**src/rtl/cmp_evt_pkg.sv**
```systemverilog
package cmp_evt_pkg;
  typedef enum logic [1:0] {
    MODE_LOW  = 2'b00,
    MODE_HIGH = 2'b01,
    MODE_FALL = 2'b10,
    MODE_RISE = 2'b11
  } cmp_mode_e;

  // Field order sets the bit layout: insel[5:4], mode[3:2], ie[1], conn[0].
  typedef struct packed {
    logic [1:0] insel;
    cmp_mode_e  mode;
    logic       ie;
    logic       conn;
  } ch_ctrl_t;

  localparam int REG_W  = $bits(ch_ctrl_t);
  localparam int ADDR_W = 2;
  localparam int SRC_W  = 3;
  localparam int NCH    = 2;

  localparam logic [ADDR_W-1:0] ADDR_CTRL_A = 2'd0;
  localparam logic [ADDR_W-1:0] ADDR_CTRL_B = 2'd1;
  localparam logic [ADDR_W-1:0] ADDR_SRC    = 2'd2;
  localparam logic [ADDR_W-1:0] ADDR_FLAG   = 2'd3;
endpackage

```
**src/rtl/cmp_strobe_sel.sv**
```systemverilog
module cmp_strobe_sel #(
  parameter int N_TMR = 3,
  parameter int SRC_W = 3
) (
  input  logic [SRC_W-1:0] src,
  input  logic [N_TMR-1:0] tmr_ovf,
  output logic             strobe
);
  // Code 0 and codes above N_TMR sample every clock; code k picks timer k-1.
  always_comb begin
    strobe = 1'b1;
    for (int i = 0; i < N_TMR; i++) begin
      if (src == SRC_W'(i + 1)) strobe = tmr_ovf[i];
    end
  end
endmodule

```
**src/rtl/cmp_channel.sv**
```systemverilog
module cmp_channel
  import cmp_evt_pkg::*;
#(
  parameter int SETTLE_CYC = 200
) (
  input  logic      clk,
  input  logic      rst,
  input  logic      active,
  input  logic      strobe,
  input  logic      cmp_in,
  input  cmp_mode_e mode,
  input  logic      flag_clr,
  output logic      flag
);
  localparam int CNT_W = (SETTLE_CYC < 1) ? 1 : $clog2(SETTLE_CYC + 1);

  logic             active_d;
  logic [CNT_W-1:0] cnt_q;
  logic             samp_q;
  logic             have_q;
  logic             flag_q;
  logic             ready;
  logic             cond;
  logic             hit;

  assign ready = active && active_d && (cnt_q == '0);

  always_comb begin
    unique case (mode)
      MODE_LOW:  cond = !cmp_in;
      MODE_HIGH: cond = cmp_in;
      MODE_FALL: cond = have_q && samp_q && !cmp_in;
      MODE_RISE: cond = have_q && !samp_q && cmp_in;
      default:   cond = 1'b0;
    endcase
  end

  assign hit = strobe && ready && cond;

  always_ff @(posedge clk) begin
    if (rst) begin
      active_d <= 1'b0;
      cnt_q    <= '0;
      samp_q   <= 1'b0;
      have_q   <= 1'b0;
      flag_q   <= 1'b0;
    end else begin
      active_d <= active;
      if (active && !active_d) cnt_q <= CNT_W'(SETTLE_CYC);
      else if (active && cnt_q != '0) cnt_q <= cnt_q - 1'b1;
      if (!active) begin
        have_q <= 1'b0;
      end else if (strobe) begin
        samp_q <= cmp_in;
        have_q <= 1'b1;
      end
      flag_q <= (flag_q | hit) & ~flag_clr;
    end
  end

  assign flag = flag_q;

  // no flag may rise while the settle count is still running
  assert_settle_blank_R6: assert property (@(posedge clk) disable iff (rst)
    (active && cnt_q != '0) |=> !$rose(flag_q));
  // an inactive comparator never sets its flag
  assert_idle_no_event_R7: assert property (@(posedge clk) disable iff (rst)
    !active |=> !$rose(flag_q));
  // flag only drops after a software clear
  assert_sticky_flag_R8: assert property (@(posedge clk) disable iff (rst)
    $fell(flag_q) |-> $past(flag_clr));
  // a clear always leaves the flag low
  assert_clear_wins_R9: assert property (@(posedge clk) disable iff (rst)
    flag_clr |=> !flag_q);
  // held sample changes only on a strobe while active
  assert_sample_hold_R4: assert property (@(posedge clk) disable iff (rst)
    !(strobe && active) |=> $stable(samp_q));
endmodule

```
**src/rtl/cmp_event_unit.sv**
```systemverilog
module cmp_event_unit
  import cmp_evt_pkg::*;
#(
  parameter int SETTLE_CYC = 200,
  parameter int N_TMR      = 3
) (
  input  logic              clk,
  input  logic              rst,
  input  logic              cmp_a_in,
  input  logic              cmp_b_in,
  input  logic [N_TMR-1:0]  tmr_ovf,
  input  logic              pdown_mode,
  input  logic              wr_en,
  input  logic [ADDR_W-1:0] wr_addr,
  input  logic [REG_W-1:0]  wr_data,
  input  logic [ADDR_W-1:0] rd_addr,
  output logic [REG_W-1:0]  rd_data,
  output logic              irq,
  output logic [NCH-1:0]    cmp_on,
  output logic [1:0]        in_sel_a,
  output logic [1:0]        in_sel_b
);
  ch_ctrl_t           ctrl_q [NCH];
  logic [SRC_W-1:0]   src_q;
  logic [NCH-1:0]     cmp_vec;
  logic [NCH-1:0]     active;
  logic [NCH-1:0]     ie_vec;
  logic [NCH-1:0]     flag;
  logic [NCH-1:0]     flag_clr;
  logic               strobe;
  logic [REG_W-1:0]   rd_q;
  logic               irq_q;
  logic [NCH-1:0]     on_q;

  assign cmp_vec = {cmp_b_in, cmp_a_in};

  always_comb begin
    for (int i = 0; i < NCH; i++) begin
      active[i]   = ctrl_q[i].conn && !pdown_mode;
      ie_vec[i]   = ctrl_q[i].ie;
      flag_clr[i] = wr_en && (wr_addr == ADDR_FLAG) && !wr_data[i];
    end
  end

  always_ff @(posedge clk) begin
    if (rst) begin
      for (int i = 0; i < NCH; i++) ctrl_q[i] <= '0;
      src_q <= '0;
    end else if (wr_en) begin
      for (int i = 0; i < NCH; i++) begin
        if (wr_addr == ADDR_CTRL_A + ADDR_W'(i)) ctrl_q[i] <= ch_ctrl_t'(wr_data);
      end
      if (wr_addr == ADDR_SRC) src_q <= wr_data[SRC_W-1:0];
    end
  end

  cmp_strobe_sel #(.N_TMR(N_TMR), .SRC_W(SRC_W)) u_sel (
    .src     (src_q),
    .tmr_ovf (tmr_ovf),
    .strobe  (strobe)
  );

  for (genvar g = 0; g < NCH; g++) begin : g_ch
    cmp_channel #(.SETTLE_CYC(SETTLE_CYC)) u_ch (
      .clk      (clk),
      .rst      (rst),
      .active   (active[g]),
      .strobe   (strobe),
      .cmp_in   (cmp_vec[g]),
      .mode     (ctrl_q[g].mode),
      .flag_clr (flag_clr[g]),
      .flag     (flag[g])
    );
  end

  always_ff @(posedge clk) begin
    if (rst) begin
      rd_q  <= '0;
      irq_q <= 1'b0;
      on_q  <= '0;
    end else begin
      unique case (rd_addr)
        ADDR_CTRL_A: rd_q <= ctrl_q[0];
        ADDR_CTRL_B: rd_q <= ctrl_q[1];
        ADDR_SRC:    rd_q <= REG_W'(src_q);
        default:     rd_q <= REG_W'(flag);
      endcase
      irq_q <= |(flag & ie_vec);
      on_q  <= active;
    end
  end

  assign rd_data  = rd_q;
  assign irq      = irq_q;
  assign cmp_on   = on_q;
  assign in_sel_a = ctrl_q[0].insel;
  assign in_sel_b = ctrl_q[1].insel;

  // a request needs an enabled, set flag one clock earlier
  assert_irq_source_R10: assert property (@(posedge clk) disable iff (rst)
    irq |-> $past(|(flag & ie_vec)));
  // power-down turns both analog enables off
  assert_pdown_off_R11: assert property (@(posedge clk) disable iff (rst)
    pdown_mode |=> (cmp_on == '0));
  // enable output never on for a disconnected channel
  assert_on_needs_conn_R3: assert property (@(posedge clk) disable iff (rst)
    !ctrl_q[0].conn |=> !cmp_on[0]);
endmodule

```
**config.mk**
```make
export PLATFORM = sky130hd
export DESIGN_NAME = cmp_event_unit
export DESIGN_NICKNAME = d
export VERILOG_FILES = /design/src/rtl/cmp_evt_pkg.sv /design/src/rtl/cmp_strobe_sel.sv /design/src/rtl/cmp_channel.sv /design/src/rtl/cmp_event_unit.sv
export SDC_FILE = /design/constraint.sdc
export NUM_CORES = 1
export LEC_CHECK = 0
export ABC_AREA = 1
export BUFFER_PORTS_ARGS = -buffer_cell sky130_fd_sc_hd__buf_4
export CORE_ASPECT_RATIO = 0.6
export CORE_MARGIN = 2
export CORE_UTILIZATION = 60
export CTS_CLUSTER_DIAMETER = 50
export DETAILED_ROUTE_END_ITERATION = 6
export GPL_TIMING_DRIVEN = 0
export MAX_ROUTING_LAYER = met4
export PLACE_DENSITY_LB_ADDON = 0.25
export RECOVER_POWER = 25
export SYNTH_ARGS = -nofsm -noshare
export SYNTH_HDL_FRONTEND = slang
export SYNTH_SLANG_ARGS = --single-unit
```
**constraint.sdc**
```tcl
create_clock -name clk -period 2.3 [get_ports clk]
set_input_delay 0.23 -clock clk [delete_from_list [all_inputs] [get_ports clk]]
set_output_delay 0.23 -clock clk [all_outputs]
set_load 0.01 [all_outputs]
```
==> metrics.md, run 1 <==
| Metric | Value |
|---|---|
| Status | finished, final reports clean |
| Port bufs | 31 |
| Critical path arrival | ~1700 ps |
| Clock Sinks | 46 |
| Final nets | 362 |
| Syn_area_per_cell | roughly 7.6 sq um |
| Setup bufs post-CTS | 0 |
| Cells after Synth | 303 |
| H-tree depth | 2 |
| Share of the synthesized area in the top cell type | slightly below 30% |
| Antenna viol nets, final | 0 |
| Yosys top cell by area | dfxtp_1 |
| Worst Tran Pin Value | between 900 and 1000 ps |
| P_int | roughly 1.4 mW |
| Setup TNS | 0 ps |
| Most frequent cells in the layout | nand2_1, inv_1, nor2_1 |
| Register Area | around 1000 sq um |
| Multi-input logic area | 997 sq um |
| Worst setup margin | slightly above 800 ps |
| Via count | roughly 2,000 |
| Crit end category | flip-flop |
| Initial Util | 62.4% |
| Power share of the clock group | 30.6% |
| Fillers | 283 |
| Area after DPL | roughly 2600 sq um |
| Relative slew slack | between 30 and 40% |
| Share of layout cells above drive strength 1 | 20.8% |
| Dpl hpwl | approximately 3700 microns |
| Netlist cell types | 33 |
| Syn nets | between 300 and 400 |
| Switching part of the total | between 30 and 40% |
| NetSw | approximately 600 uW |
| Clock Skew | just over 5 ps |
| Via/cell ratio | roughly 5.2 |
| Post-CTS Resized | 0 |
| Worst path bufs/invs | 3 |
| Fmax | between 0.6 and 0.7 GHz |
| Final WL | between 4000 and 5000 microns |
| Clock latency on the worst-skew pair | roughly 300 ps |
| Combinational share of power | between 20% and 30% |
| First-pass GRT wire length | ~8000 microns |
| CP top delay family | simple AND/OR/NAND/NOR gates |
| Initial antenna violation count | 0 |
| Mapped Area | between 2000 and 2500 sq um |
| CTS Root Cell | clkbuf_8 |
| P_leak | around 1.2 nW |
| Die height | 51.9 microns |
| # hold bufs at CTS | 0 |
| Tmin final | around 1500 ps |
| Core area | 3680 sq um |
| Rows | 17 |
| Clock transition at path regs | roughly 90 ps |
| Final hold violation count | 0 |
| Most Frequent Cell on Critical Path | inv_1 |
| Max-cap violations | 0 |
| Sequential element share of the synthesized area | 45.3% |
| CP max stage delay | 320 ps |
| Synth warn | 0 |
| Finished Cell Area | approximately 2700 sq um |
| Die Area | ~4400 sq um |
| Vias in the first global route | 1,748 |
| Max Root-Sink Buffers | 2 |
| DRC | 0 |
| Worst Hold Class | primary input to flip-flop |
| Setup Crit Path Kind | flip-flop to flip-flop |
| Die Wd | between 80 and 90 microns |
| First-pass DRT Iterations | 5 |
| DR WL/cell | between 10 and 15 microns |
| Required @ worst endpoint | about 2500 ps |
| Slowest CP cell | dfxtp_1 |
| Crit Path Max Fanout | 5 |
| Worst path cell trace | inv_1, ha_1, inv_1, nor2_1, nand4_1, o21ai_0, nand3_1, nand2_1, inv_1 |
| CTS tree | done |
| Synthesis-to-layout area growth | 16.6% |
| Max rail drop VDD | around 0.47 mV |
| Placement Setup Slack | 780 ps |
| Ranking of synthesized cells by area | dfxtp_1, edfxtp_1, nand2_1 |
| Sequential Power Share | between 40 and 50% |
| Global-route usage over all layers | 24.8% |
| Ports | 32 |
| Pwr Density | 747 nW/um^2 |
| CTS Buf Count | 5 |
| Post-Route Utilization | around 73% |
| Crit path launch type | flip-flop |
| RSZ-0062 raised after global routing | no |
| Commonest non-fill, non-tap cell in the layout | nand2_1 |
| # diodes | 0 |
| WHS | between 150 and 200 ps |
| Max-slew violations | 0 |
| Gpl congestion | between 0.8 and 0.9 |
| Yosys reg bits | 46 |
| Part of the cycle the worst path needs | between 60% and 70% |
| Congestion Overflow GR | 0 |
| Drt first-iter violations | between 150 and 200 |
| Largest net degree at the start of global routing | 16 |
| Final setup violation count | 0 |
## per-layer routing
| layer | track usage [%] | up-vias | wire (microns) | part of all wire, % |
|---|---|---|---|---|
| met5 | - | - | 0 | 0 |
| li1 | - | 1036 | - | - |
| met4 | 8.06 | 0 | 44 | 0.90 |
| met1 | 32.3 | 897 | 2280 | 47 |
| met3 | 7.62 | 7 | 340 | 7.0 |
| met2 | 37.7 | 69 | 2220 | 45 |
## final timing paths
check | slack, ps | depth (start not counted) | to | startpoint
worst max register to register | 820 | 9 | g_ch[0].u_ch.cnt_q[6] | g_ch[0].u_ch.cnt_q[0]
worst max-delay path | 820 | 9 | g_ch[0].u_ch.cnt_q[6] | g_ch[0].u_ch.cnt_q[0]
worst min-delay path | 190 | 3 | g_ch[0].u_ch.samp_q | cmp_a_in
worst min register to register | 480 | 2 | g_ch[1].u_ch.flag | g_ch[1].u_ch.flag
## final cells by class
cell class | count | area share, %
sequential | 46 | 38.9
clock inverter | 3 | 1.64
multi-input combinational | 200 | 37.2
clock buffer | 5 | 2.57
tap | 47 | 2.20
buffer | 10 | 2.62
inverter | 47 | 6.59
timing repair buffer | 31 | 8.27
## synthesized netlist by cell type
cell type  instances
nand2_1           59
inv_1             42
nor2_1            35
dfxtp_1           34
nand3_1           26
a21oi_1           19
o21ai_0           18
edfxtp_1          12
nor2_2             7
buf_4              6
nand2_2            6
nor3_1             6
inv_2              5
nand2_4            3
buf_2              2
ha_1               2
nand4_1            2
nor2_4             2
o21ai_4            2
or2_0              2
a21oi_2            1
buf_1              1
buf_6              1
nand3_2            1
nand3b_1           1
nor3_2             1
o2111ai_1          1
o211ai_1           1
o21ai_1            1
o21ai_2            1
o31ai_1            1
xnor2_1            1
xor2_1             1
## power groups by stage
stage               combinational (mW)  sequential (mW)  clock [mW]
finish                           0.444            0.943       0.612
global route                     0.501            0.950       0.662
CTS                              0.446            0.942       0.625
detailed placement               0.438            0.960           0
global placement                 0.425            0.958           0
floorplan                        0.328            0.950           0
## metrics by stage
stage          power [mW]  std cells
2_1_floorplan        1.28        303
3_3_place_gp         1.38        381
3_5_place_dp         1.40        381
4_1_cts              2.01        389
5_1_grt              2.11        389
6_report             2.00        389
## registers in the layout, summed over array words and instances, names as in the netlist
name / flops
cmp_on: 2
ctrl_q: 12
g_ch.u_ch.cnt_q: 16
g_ch.u_ch.flag: 2
g_ch.u_ch.have_q: 2
g_ch.u_ch.samp_q: 2
irq: 1
rd_data: 6
src_q: 3
## worst reg2reg max path: cells and delay by family (launching register included)
kind	cells	cell delay [ps]
buf+inv	3	230
simple gates	4	460
flops	1	320
compound gates	1	170
fa+ha+maj	1	210
## kinds of logic after synthesis
group / Yosys count / share of synthesized area [%]
XOR/XNOR: 2 / 0.763
AND/OR/NAND/NOR: 151 / 30.6
flip-flops: 46 / 45.3
buffers and inverters: 57 / 10.7
AO/OA/AOI/OAI: 45 / 11.5
adder cells (fa/ha/maj): 2 / 1.09
Power figures use the tool's default switching activity.
==> inputs of run 2 (changes only) <==
--- a/config.mk
+++ b/config.mk
@@ -9,7 +9,7 @@
 export BUFFER_PORTS_ARGS = -buffer_cell sky130_fd_sc_hd__buf_4
 export CORE_ASPECT_RATIO = 0.6
 export CORE_MARGIN = 2
-export CORE_UTILIZATION = 60
+export CORE_UTILIZATION = 51
 export CTS_CLUSTER_DIAMETER = 50
 export DETAILED_ROUTE_END_ITERATION = 6
 export GPL_TIMING_DRIVEN = 0
==> constraint.sdc (replaced) <==
create_clock -name clk -period 1.3 [get_ports clk]
set_input_delay 0.13 -clock clk [delete_from_list [all_inputs] [get_ports clk]]
set_output_delay 0.13 -clock clk [all_outputs]
set_load 0.01 [all_outputs]
==> run 2 against run 1 <==
Effect of this change: clock power rose by 43%; die area grew 17%; power rose by 78%; sequential power rose by 79%; worst hold slack worse by 110 ps; critical path depth decreased by 2.
==> metrics.md, run 2 (same netlist as run 1, synthesis figures left out) <==
| Metric | Value |
|---|---|
| Commonest non-fill, non-tap cell in the layout | nand2_1 |
| Required @ worst endpoint | approximately 1600 ps |
| DR WL/cell | between 10 and 15 microns |
| Highest Signal Layer | met4 |
| Via count | roughly 2,200 |
| RR Startpoint | g_ch[0].u_ch.cnt_q[2] |
| Status | finished, final reports clean |
| Post-Route Utilization | 69.3% |
| Max-cap violations | 0 |
| Endpoint, Worst Hold | src_q[2] |
| Crit Path Max Fanout | 4 |
| Final setup violation count | 0 |
| Clock transition at path regs | 80 ps |
| Initial Util | between 50% and 60% |
| Clock Sinks | 46 |
| Crit path launch type | flip-flop |
| Initial antenna violation count | 0 |
| Fmax | around 0.77 GHz |
| R2r worst-path depth | 7 |
| First-pass DRT Iterations | 5 |
| CTS Root Cell | clkbuf_8 |
| Gpl congestion | ~0.84 |
| Worst hold path startpoint | wr_data[2] |
| Die height | between 50 and 60 microns |
| Setup Crit Path Kind | flip-flop to flip-flop |
| Critical path arrival | ~1600 ps |
| Synthesis-to-layout area growth | 27.1% |
| Clock Skew | approximately 4.8 ps |
| Routed wl met2 | between 2000 and 2500 microns |
| H-tree depth | 2 |
| Max reg flops | 16 |
| Worst r2r dst | g_ch[0].u_ch.cnt_q[7] |
| DRC | 0 |
| Relative slew slack | a little under two fifths |
| Worst Tran Pin Value | between 900 and 1000 ps |
| WHS | a little under 80 ps |
| Pwr Density | between 1000 and 1500 nW/um^2 |
| Die Wd | 90.6 microns |
| Via/cell ratio | about 5.2 |
| Clock latency on the worst-skew pair | ~310 ps |
| Die Area | 5070 sq um |
| P_leak | roughly 1.3 nW |
| Most frequent cells in the layout | nand2_1, buf_4, inv_1 |
| Worst Hold Class | primary input to flip-flop |
| Largest net degree at the start of global routing | 15 |
| Congestion Overflow GR | 0 |
| Hold depth | 3 |
| Dpl hpwl | between 3000 and 4000 microns |
| Max-slew violations | 0 |
| Drt first-iter violations | 130 |
| Ports | 32 |
| Share of layout cells above drive strength 1 | between 30% and 40% |
| Max rail drop VDD | between 0.7 and 0.8 mV |
| Tmin final | approximately 1300 ps |
| Final WL | approximately 5500 microns |
| CTS tree | done |
| Register-to-register setup slack | 5 ps |
| Wl on met1 | ~2500 microns |
| Largest Register | g_ch.u_ch.cnt_q |
| # diodes | 0 |
| Port bufs | 31 |
| Max Root-Sink Buffers | 2 |
| Part of the cycle the worst path needs | roughly 100% |
| First-pass GRT wire length | ~8300 microns |
| Setup TNS | 0 ps |
| Core area | around 4200 sq um |
| Vias in the first global route | 1,855 |
| Antenna viol nets, final | 0 |
| Final nets | between 300 and 400 |
| CTS Buf Count | 5 |
| Met3 Wirelength | between 500 and 600 microns |
| Final hold violation count | 0 |
| RSZ-0062 raised after global routing | yes |
| Crit end category | flip-flop |
| Rows | 18 |
| Global-route usage over all layers | 21.3% |
run 2: changes by cell type in the layout (fill, tap and decap cells not counted), sizes merged:
cell	delta
buf	+19
clkbuf	-3
bufinv	-1
clkinv	+1
dlygate4sd3	+1
inv	-1
run 2: worst max path at each step:
stage / from / endpoint / cells after the start
finish: g_ch[0].u_ch.cnt_q[2] / g_ch[0].u_ch.cnt_q[7] / 7
global route: g_ch[0].u_ch.cnt_q[2] / g_ch[0].u_ch.cnt_q[7] / 7
CTS: g_ch[0].u_ch.cnt_q[0] / g_ch[0].u_ch.cnt_q[6] / 9
detailed placement: g_ch[0].u_ch.cnt_q[0] / g_ch[0].u_ch.cnt_q[6] / 9
global placement: g_ch[1].u_ch.cnt_q[0] / g_ch[1].u_ch.cnt_q[3] / 7
floorplan: g_ch[0].u_ch.cnt_q[0] / g_ch[0].u_ch.cnt_q[6] / 9
run 2: power by group:
| group | switching [mW] | internal [mW] |
|---|---|---|
| registers | 0.103 | 1.58 |
| clock network | 0.504 | 0.373 |
| logic | 0.576 | 0.428 |
| total | 1.18 | 2.38 |
run 2: per-stage QoR:
step	std cells	power, mW	instance area [sq um]	setup WS [ps]
5_1_grt	418	3.73	2920	-92.1
3_3_place_gp	394	2.45	2610	-115
3_5_place_dp	394	2.48	2610	-147
6_report	418	3.57	2920	4.80
2_1_floorplan	303	2.26	2300	15.2
4_1_cts	404	3.39	2750	-14.6
run 2: worst max-delay path, stage by stage, from the launching register on:
cell and delay (ps):
dfxtp_1 360, nor2_1 200, nand2_1 150, o21ai_0 220, nand3_1 110, nand3_1 90, nand2_1 50, inv_1 50
run 2: per-layer routing:
layer / up-vias / track usage, %
met5: - / -
met4: 0 / 7.47
met3: 15 / 4.61
met2: 97 / 31.2
met1: 997 / 29.2
li1: 1073 / -
run 2: final cells by class:
class	instances	area (sq um)
fill	352	1290
inverter	47	186
tap	60	75.1
clock inverter	2	10.0
clock buffer	6	72.6
multi-input combinational	200	1100
sequential	46	1050
timing repair buffer	47	355
buffer	10	70.1
run 2: what timing repair did:
item | in CTS | in global routing
pin swaps | 8 | 20
buffers inserted | 2 | 13
resized for setup | 14 | 25
setup endpoints to repair | 13 | 18
hold buffers | 0 | 1
hold endpoints to repair | 0 | 1
